--- src/rtl/keyirq_pkg.sv ---
package keyirq_pkg;
  localparam int KEY_COUNT  = 64;
  localparam int REG_W      = 32;
  localparam int MODE_BITS  = 2;
  localparam int MODE_REGS  = KEY_COUNT * MODE_BITS / REG_W;
  localparam int HALF_REGS  = KEY_COUNT / REG_W;

  typedef enum logic [2:0] {
    RD_ZERO,
    RD_CFG,
    RD_MODE,
    RD_STATUS,
    RD_MASK,
    RD_PEND
  } rdSel_e;

  typedef struct packed {
    logic                 cfgWr;
    logic [MODE_REGS-1:0] modeWr;
    logic [HALF_REGS-1:0] maskWr;
    logic [HALF_REGS-1:0] clrWr;
    rdSel_e               rdSel;
    logic [1:0]           rdIdx;
  } regStrobe_t;
endpackage

--- src/rtl/keyirq_edge_cell.sv ---
module keyirq_edge_cell (
  input  logic       prevBit,
  input  logic       curBit,
  input  logic [1:0] mode,
  output logic       hit
);
  // mode[0] selects rising, mode[1] selects falling
  assign hit = (mode[0] & ~prevBit & curBit) | (mode[1] & prevBit & ~curBit);
endmodule

--- src/rtl/keyirq_ctrl.sv ---
module keyirq_ctrl
  import keyirq_pkg::*;
#(
  parameter int ADDR_W   = 8,
  parameter int OFF_CFG  = 'h80,
  parameter int OFF_MODE = 'h90,
  parameter int OFF_STAT = 'hA0,
  parameter int OFF_MASK = 'hB0,
  parameter int OFF_CLR  = 'hB8,
  parameter int OFF_PEND = 'hC0
) (
  input  logic              clk,
  input  logic              rstN,
  input  logic              wrEn,
  input  logic [ADDR_W-1:0] addr,
  output regStrobe_t        strobe
);
  always_comb begin
    strobe        = '0;
    strobe.rdSel  = RD_ZERO;
    strobe.cfgWr  = wrEn && (addr == ADDR_W'(OFF_CFG));
    if (addr == ADDR_W'(OFF_CFG)) strobe.rdSel = RD_CFG;
    for (int k = 0; k < MODE_REGS; k++) begin
      if (addr == ADDR_W'(OFF_MODE + 4 * k)) begin
        strobe.modeWr[k] = wrEn;
        strobe.rdSel     = RD_MODE;
        strobe.rdIdx     = 2'(k);
      end
    end
    for (int h = 0; h < HALF_REGS; h++) begin
      if (addr == ADDR_W'(OFF_STAT + 4 * h)) begin
        strobe.rdSel = RD_STATUS;
        strobe.rdIdx = 2'(h);
      end
      if (addr == ADDR_W'(OFF_MASK + 4 * h)) begin
        strobe.maskWr[h] = wrEn;
        strobe.rdSel     = RD_MASK;
        strobe.rdIdx     = 2'(h);
      end
      if (addr == ADDR_W'(OFF_CLR + 4 * h)) begin
        strobe.clrWr[h] = wrEn;
      end
      if (addr == ADDR_W'(OFF_PEND + 4 * h)) begin
        strobe.rdSel = RD_PEND;
        strobe.rdIdx = 2'(h);
      end
    end
  end

  // a write reaches at most one register
  a_r10_single_target: assert property (@(posedge clk) disable iff (!rstN)
    $onehot0({strobe.cfgWr, strobe.modeWr, strobe.maskWr, strobe.clrWr}));
endmodule

--- src/rtl/keyirq_datapath.sv ---
module keyirq_datapath
  import keyirq_pkg::*;
(
  input  logic                 clk,
  input  logic                 rstN,
  input  logic [KEY_COUNT-1:0] keyState,
  input  logic [REG_W-1:0]     wrData,
  input  regStrobe_t           strobe,
  output logic [REG_W-1:0]     rdData,
  output logic                 irq
);
  logic [REG_W-1:0]     cfgQ;
  logic [REG_W-1:0]     modeQ [MODE_REGS];
  logic [KEY_COUNT-1:0] maskQ;
  logic [KEY_COUNT-1:0] pendQ;
  logic [KEY_COUNT-1:0] prevQ;
  logic [KEY_COUNT*MODE_BITS-1:0] modeFlat;
  logic [KEY_COUNT-1:0] hitVec;
  logic [KEY_COUNT-1:0] qualEvt;
  logic [KEY_COUNT-1:0] clrVec;
  logic                 capEn;

  assign capEn = cfgQ[0];

  genvar g;
  generate
    for (g = 0; g < MODE_REGS; g++) begin : g_flat
      assign modeFlat[g*REG_W +: REG_W] = modeQ[g];
    end
    for (g = 0; g < HALF_REGS; g++) begin : g_clr
      assign clrVec[g*REG_W +: REG_W] = strobe.clrWr[g] ? wrData : '0;
    end
    for (g = 0; g < KEY_COUNT; g++) begin : g_key
      keyirq_edge_cell i_cell (
        .prevBit (prevQ[g]),
        .curBit  (keyState[g]),
        .mode    (modeFlat[g*MODE_BITS +: MODE_BITS]),
        .hit     (hitVec[g])
      );
    end
  endgenerate

  assign qualEvt = hitVec & {KEY_COUNT{capEn}};

  always_ff @(posedge clk) begin
    if (!rstN) begin
      cfgQ  <= '0;
      maskQ <= '0;
      pendQ <= '0;
      prevQ <= '0;
      for (int k = 0; k < MODE_REGS; k++) modeQ[k] <= '0;
    end else begin
      prevQ <= keyState;
      pendQ <= (pendQ & ~clrVec) | qualEvt;
      if (strobe.cfgWr) cfgQ <= wrData;
      for (int k = 0; k < MODE_REGS; k++)
        if (strobe.modeWr[k]) modeQ[k] <= wrData;
      for (int h = 0; h < HALF_REGS; h++)
        if (strobe.maskWr[h]) maskQ[h*REG_W +: REG_W] <= wrData;
    end
  end

  always_comb begin
    case (strobe.rdSel)
      RD_CFG:    rdData = cfgQ;
      RD_MODE:   rdData = modeQ[strobe.rdIdx];
      RD_STATUS: rdData = keyState[strobe.rdIdx[0]*REG_W +: REG_W];
      RD_MASK:   rdData = maskQ[strobe.rdIdx[0]*REG_W +: REG_W];
      RD_PEND:   rdData = pendQ[strobe.rdIdx[0]*REG_W +: REG_W];
      default:   rdData = '0;
    endcase
  end

  assign irq = |(pendQ & maskQ);

  a_r4_no_capture_when_off: assert property (@(posedge clk) disable iff (!rstN)
    !capEn |=> ((pendQ & ~$past(pendQ)) == '0));

  a_r5_clear_takes_effect: assert property (@(posedge clk) disable iff (!rstN)
    (|clrVec) |=> ((pendQ & $past(clrVec & ~qualEvt)) == '0));

  a_r6_edge_beats_clear: assert property (@(posedge clk) disable iff (!rstN)
    (|(clrVec & qualEvt)) |=> ((~pendQ & $past(clrVec & qualEvt)) == '0));

  a_r7_irq_needs_source: assert property (@(posedge clk) disable iff (!rstN)
    irq |-> ((|pendQ) && (|maskQ)));
endmodule

--- src/rtl/key_edge_irq.sv ---
module key_edge_irq
  import keyirq_pkg::*;
#(
  parameter int ADDR_W = 8
) (
  input  logic                 clk,
  input  logic                 rstN,
  input  logic [KEY_COUNT-1:0] keyState,
  input  logic                 wrEn,
  input  logic [ADDR_W-1:0]    addr,
  input  logic [REG_W-1:0]     wrData,
  output logic [REG_W-1:0]     rdData,
  output logic                 irq
);
  regStrobe_t strobe;

  keyirq_ctrl #(.ADDR_W(ADDR_W)) i_ctrl (
    .clk    (clk),
    .rstN   (rstN),
    .wrEn   (wrEn),
    .addr   (addr),
    .strobe (strobe)
  );

  keyirq_datapath i_dp (
    .clk      (clk),
    .rstN     (rstN),
    .keyState (keyState),
    .wrData   (wrData),
    .strobe   (strobe),
    .rdData   (rdData),
    .irq      (irq)
  );
endmodule

--- config.mk ---
export PLATFORM = sky130hd
export DESIGN_NAME = key_edge_irq
export DESIGN_NICKNAME = d
export VERILOG_FILES = /design/src/rtl/keyirq_pkg.sv /design/src/rtl/keyirq_edge_cell.sv /design/src/rtl/keyirq_ctrl.sv /design/src/rtl/keyirq_datapath.sv /design/src/rtl/key_edge_irq.sv
export SDC_FILE = /design/constraint.sdc
export NUM_CORES = 1
export LEC_CHECK = 0
export BUFFER_PORTS_ARGS = -buffer_cell sky130_fd_sc_hd__buf_2
export CAP_MARGIN = 20
export CELL_PAD_IN_SITES_DETAIL_PLACEMENT = 0
export CELL_PAD_IN_SITES_GLOBAL_PLACEMENT = 2
export CORE_MARGIN = 4
export CORE_UTILIZATION = 41
export DETAILED_ROUTE_END_ITERATION = 16
export PLACE_DENSITY = 0.94
export SLEW_MARGIN = 20
export SYNTH_ARGS = -nofsm -noshare
export SYNTH_HDL_FRONTEND = slang
export SYNTH_SLANG_ARGS = --single-unit
--- constraint.sdc ---
create_clock -name clk -period 11.06 [get_ports clk]
set_clock_uncertainty 0.2 [all_clocks]
set_input_delay 1.106 -clock clk [delete_from_list [all_inputs] [get_ports clk]]
set_output_delay 1.106 -clock clk [all_outputs]
set_load 0.02 [all_outputs]
# After elaboration in Yosys (flattened, before gate mapping)
# Memory sizes are Yosys's and may differ from the RTL's.
# Cells that the tools add are included.
word_totals:
  reg_bits: 224
  latchBits: 0
  ram_bits: 128
  mem_bits_ro: 0
  elab_cells: 525
  memories: 1
memory_table:
  columns: ["memory", "depth", "word_bits", "read_ports", "rd_clocked_by_memory_dff", "write_ports", "line", "rtl"]
  rows:
  - ["i_dp.modeQ", 4, 32, 5, 0, 4, "keyirq_datapath.sv:13", "logic [REG_W-1:0] modeQ [MODE_REGS];"]
op_classes:
  n_addsub: 0
  multipliers: 0
  n_div: 0
  n_lt_le_gt_ge: 0
  n_eq_ne: 18
  n_shift: 3
  muxes: 39
  bitwise: 457
  reduce_logical: 2
op_table:
  columns: ["cell", "n"]
  rows:
  - ["$and A1 B1 Y1", 256]
  - ["$and A64 B64 Y64", 3]
  - ["$mux W32", 6]
  - ["$shiftx A64 B7 Y32", 3]
  - ["$pmux W32 S5", 1]
  - ["$not A1 Y1", 128]
  - ["$eq A8 B8 Y1 const B", 13]
  - ["$or A1 B1 Y1", 68]
  - ["$not A64 Y64", 1]
  - ["$or A64 B64 Y64", 1]
  - ["$reduce_or A64 Y1", 1]
  - ["$mux W5", 5]
  - ["$mux W1", 22]
  - ["$mux W4", 5]
  - ["$eq A3 B2 Y1 const B", 2]
  - ["$eq A3 B3 Y1 const B", 2]
  - ["$eq A3 B1 Y1 const B", 1]
  - ["$logic_and A1 B1 Y1", 1]

# Longest topological paths before layout
logic_depth:
  word_depth: 14
  depth_mapped: 10
  depth_no_buf: 6

# Cells and area by module
# A second synthesis with hierarchy kept.
unflattened:
  hier_cells: 1544
  hier_area_um2: 17310.4
by_module_without_submodules:
  columns: ["module", "n_inst", "cells_per_inst", "area_each_um2", "seq_area_each_um2"]
  rows:
  - ["keyirq_datapath", 1, 1309, 15884.0, 8328.0]
  - ["keyirq_edge_cell", 64, 3, 18.8, 0.0]
  - ["keyirq_ctrl", 1, 43, 225.2, 0.0]

# Worst setup path before layout
# No wires, ideal clock.
synth_timing:
  kind: "input -> register"
  startpoint: "in addr[1]"
  endpoint: "mem i_dp.modeQ[2][0], enable pin"
  setup_time_ns: 0.466
  arrival_ns: 4.194
  required_time_ns: 10.394
  slack_ns: 6.200
  path_stages: 4
  n_path_buf: 1
  path_cell_list: "or2_1 > buf_2 > or3_1 > o21ai_0"
synth_lines:
  columns: ["element", "line", "rtl"]
  rows:
  - ["start, declared", "key_edge_irq.sv:10", "input logic [ADDR_W-1:0] addr,"]
  - ["end, declared", "keyirq_datapath.sv:13", null]

# Final worst setup path
layout_timing:
  startpoint: "in addr[2]"
  endpoint: "out rdData[20]"
layout_between:
  elab_chain_len: 14
layout_rtl:
  columns: ["element", "line", "rtl"]
  rows:
  - ["$eq A8 B8 Y1", "keyirq_ctrl.sv:22", "if (addr == ADDR_W'(OFF_CFG)) strobe.rdSel = RD_CFG;"]
  - ["$mux W1", "keyirq_ctrl.sv:22", null]
  - ["$mux W4 (4 in series)", "keyirq_ctrl.sv:24", "if (addr == ADDR_W'(OFF_MODE + 4 * k)) begin"]
  - ["$mux W4", "keyirq_ctrl.sv:31", "if (addr == ADDR_W'(OFF_STAT + 4 * h)) begin"]
  - ["$mux W5", "keyirq_ctrl.sv:35", "if (addr == ADDR_W'(OFF_MASK + 4 * h)) begin"]
  - ["$mux W5", "keyirq_ctrl.sv:43", "if (addr == ADDR_W'(OFF_PEND + 4 * h)) begin"]
  - ["$mux W5", "keyirq_ctrl.sv:31", null]
  - ["$mux W5", "keyirq_ctrl.sv:35", null]
  - ["$mux W5 *", "keyirq_ctrl.sv:43", null]
  - ["parallel branches: the longest is 1 deep, another holds $shiftx A64 B7 Y32", null, null]
  - ["$pmux W32 S5 *", "keyirq_datapath.sv:64", "case (strobe.rdSel)"]
  - ["end, declared", "key_edge_irq.sv:12", "output logic [REG_W-1:0] rdData,"]
# Every way passes the cells marked *.

==> results.tsv <==
stage	metric	value	unit
yosys	synth-simple-area-share	21.76	%
worst_setup_path	cpMostUsedCell	buf_4	
routing	viasPerCell	5.826	
layout	nets	1964	
global_route	antenna_found_initial	1	
job	cap_violations	0	
yosys	synth-compound-area-share	16.29	%
floorplanning	die_h	210.3	um
floorplanning	die_x	210.3	um
yosys	synthMuxAreaShare	7.889	%
worst_setup_path	cp_max_fo	39	
sta	fmax	173.2	MHz
clock_network	clock_path_buffers	3	
sta	rsz0062_at_grt	no	
global_route	grt_util_all_layers	26.31	%
yosys	synth.avg_cell_area	9.301	um^2
worst_setup_path	crit_path_top_delay_cell	buf_4	
yosys	synth_top_cell_by_area	dfxtp_1	
layout	drive_above_1_share	15.00	%
placed_design	port_buffers	139	
routing	wire_per_inst	24.94	um
worst_setup_path	startpoint_type	input port	
worst_setup_path	crit_path_cell_trace	buf_2 -> buf_4 -> nand2b_1 -> o21ai_4 -> buf_4 -> buf_4 -> mux2i_1 -> a211oi_2 -> a21oi_1 -> o221ai_1 -> buf_2	
worst_setup_path	path_class	input port to primary output	
routing	vias	14060	
worst_setup_path	cp.arrival	4.47	ns
worst_setup_path	end_kind	primary output	
clock_network	cts_hold_buffers	0	
clock_network	cts.clk_slew.worst_paths	0.06	ns
yosys	ys_warn_count	0	
floorplanning	ios	140	
pwr	ir_drop	0.0001195	V
clock_network	clock-sinks	352	
yosys	yosys.area_share.adder	0	%
layout	syn_to_final_growth	13.31	%
routing	routed_wl	60.18	mm
floorplanning	dieArea	44230	um^2
clock_network	cts_buffers	39	
routing	drtIter0Drc	1489	
sta	tightest_slew	1.026	ns
pwr	p_leak	7.046	nW
placed_design	place_area	17700	um^2
clock_network	ctsResizeCount	0	
sta	final_max_slew_viol_count	0	
floorplanning	coreArea	40100	um^2
routing	wl_met1	26.10	mm
sta	hold_viol_final	0	
routing	antenna_left	0	
routing	drtPass1Iterations	5	
worst_setup_path	cpPeakStageDelay	0.68	ns
yosys	synth_top_area_share	26.72	%
global_route	grt_pass1_vias	13310	
global_route	grt_first_pass_wirelength	88.24	mm
yosys	synth_seq_cells	352	
yosys	synth_top_family_by_area	simple AND/OR/NAND/NOR gates	
yosys	ys_seq_area_share	49.63	%
layout	final_area	19010	um^2
yosys	synth_area	16780	um^2
yosys	postSynthCellCount	1804	
routing	routed-wl-met2	27.36	mm
placed_design	dp.cells	2340	
sta	setup_violations	0	
floorplanning	start_util	41.85	%
global_route	gr-total-overflow	0	
floorplanning	row_count	73	
routing	drc	0	
sta	fin_tns_setup	0	ns
sta	slew_headroom	31.42	%
worst_setup_path	required	9.75	ns
clock_network	cts_setup_buffers	0	
global_route	grt_start_max_net_pins	83	
min_path	hold_class	flop to flop	
status	status	complete, no violations	
yosys	synth_xor_area_share	0	%
clock_network	clock_latency	0.54	ns
clock_network	h-tree-depth	2	
clock_network	cts_tree	yes	
sta	layout_setup_ws	5.285	ns
clock_network	cts-root-buf	clkbuf_16	
layout	stdcell_count	2413	
yosys	synth_fp_nets	1911	
routing	topRoutingLayerUsed	met4	
placed_design	hpwlAfterDp	38.79	mm
yosys	ys_types	47	
yosys	yosys-top-cells-area	dfxtp_1, edfxtp_1, nand2_1	
sta	finalCriticalPeriod	5.775	ns
placed_design	dpl_worst_slack	5.191	ns
placed_design	gp_congestion	0.8813	
sta	period_share	52.21	%
pwr	p_per_area	153.4	nW/um^2
routing	wl_met3	5.233	mm
layout	final_core_util	47.42	%
[area by class of cell]
| cell class | instances | area (um^2) |
|---|---|---|
| flip-flops and latches | 352 | 8329 |
| inverters | 2 | 10.01 |
| fillers | 3805 | 21080 |
| repair buffers | 163 | 915.9 |
| well taps | 525 | 656.9 |
| clock inverters | 13 | 130.1 |
| diodes | 1 | 2.502 |
| clock buffers | 58 | 1150 |
| multi-input cells | 1299 | 7819 |
[cells in the final DEF, fill, tap and decap left out, drive strengths merged, types with 2 or more instances in the layout]
master / instances
nand2: 329
dfxtp: 224
and2: 193
buf: 163
a21oi: 160
nor2: 137
edfxtp: 128
a22oi: 96
mux2i: 94
o21ai: 68
nand3b: 62
clkbuf: 58
mux2: 32
o221ai: 31
a211oi: 31
a22o: 16
a221oi: 16
clkinv: 10
nand4: 5
or2: 5
nand3: 3
bufinv: 3
nand2b: 2
nor2b: 2
o22ai: 2
nor3: 2
o21a: 2
inv: 2
or3: 2
[critical path: cells and delay by family]
family	cells	cell delay, ns
AO/OA/AOI/OAI	4	0.86
AND/OR/NAND/NOR	1	0.20
multiplexers	1	0.30
buffers and inverters	5	1.97
[per-layer routing]
metal,up-vias,track usage (%)
met5,-,0
met4,0,6.931
met3,88,4.271
met2,631,41.40
met1,6883,37.97
li1,6456,-
[kinds of logic (layout without fill, tap and decap cells)]
family,count (synthesis),count (layout)
other cells,0,1
flops,352,352
buf+inv,153,236
compound gates,423,423
mux,127,127
simple gates,749,749
[stage by stage]
step | hold slack, ns | total power, mW
floorplan | 0.2360 | 1.531
global placement | 0.2418 | 1.621
detailed placement | 0.2470 | 1.624
CTS | 0.2550 | 2.926
global route | 0.2744 | 2.997
finish | 0.2539 | 2.917
[Yosys cell counts (all sizes together)]
| cell | instances |
|---|---|
| mux4 | 1 |
| a22oi | 96 |
| nor4 | 1 |
| mux2i | 94 |
| a21oi | 160 |
| or2 | 5 |
| a221oi | 16 |
| nor3 | 2 |
| or4 | 1 |
| nand2 | 329 |
| nand4bb | 1 |
| or3 | 2 |
| nand2b | 2 |
| nand4 | 5 |
| inv | 2 |
| and3b | 1 |
| nor2 | 137 |
| nand3 | 3 |
| a211oi | 31 |
| o221ai | 31 |
| and3 | 1 |
| o21ai | 68 |
| and2 | 193 |
| nor3b | 1 |
| buf | 53 |
| o2111ai | 1 |
| o22ai | 2 |
| edfxtp | 128 |
| mux2 | 32 |
| a22o | 16 |
| nor2b | 2 |
| o21a | 2 |
| nand3b | 62 |
| nor4b | 1 |
| dfxtp | 224 |
| clkbuf | 98 |
[where the power goes]
group          internal [mW]  switching (mW)
clock                  0.787           0.531
sequential              1.38          0.0214
combinational         0.0657           0.134
total                   2.23           0.687
[flip-flops by register name, indices dropped and copies added (netlist names)]
signal,flops
i_dp.modeQ,128
i_dp.pendQ,64
i_dp.maskQ,64
i_dp.cfgQ,32
i_dp.prevQ,64
[final timing paths]
kind	startpoint	endpoint	slack, ns	cells past startpoint
max	addr[2]	rdData[20]	5.29	11
min	i_dp.cfgQ[30]	i_dp.cfgQ[30]	0.25	2
max reg2reg	i_dp.cfgQ[0]	i_dp.pendQ[13]	9.38	3
min reg2reg	i_dp.cfgQ[30]	i_dp.cfgQ[30]	0.25	2
(Power assumes the default switching activity.)
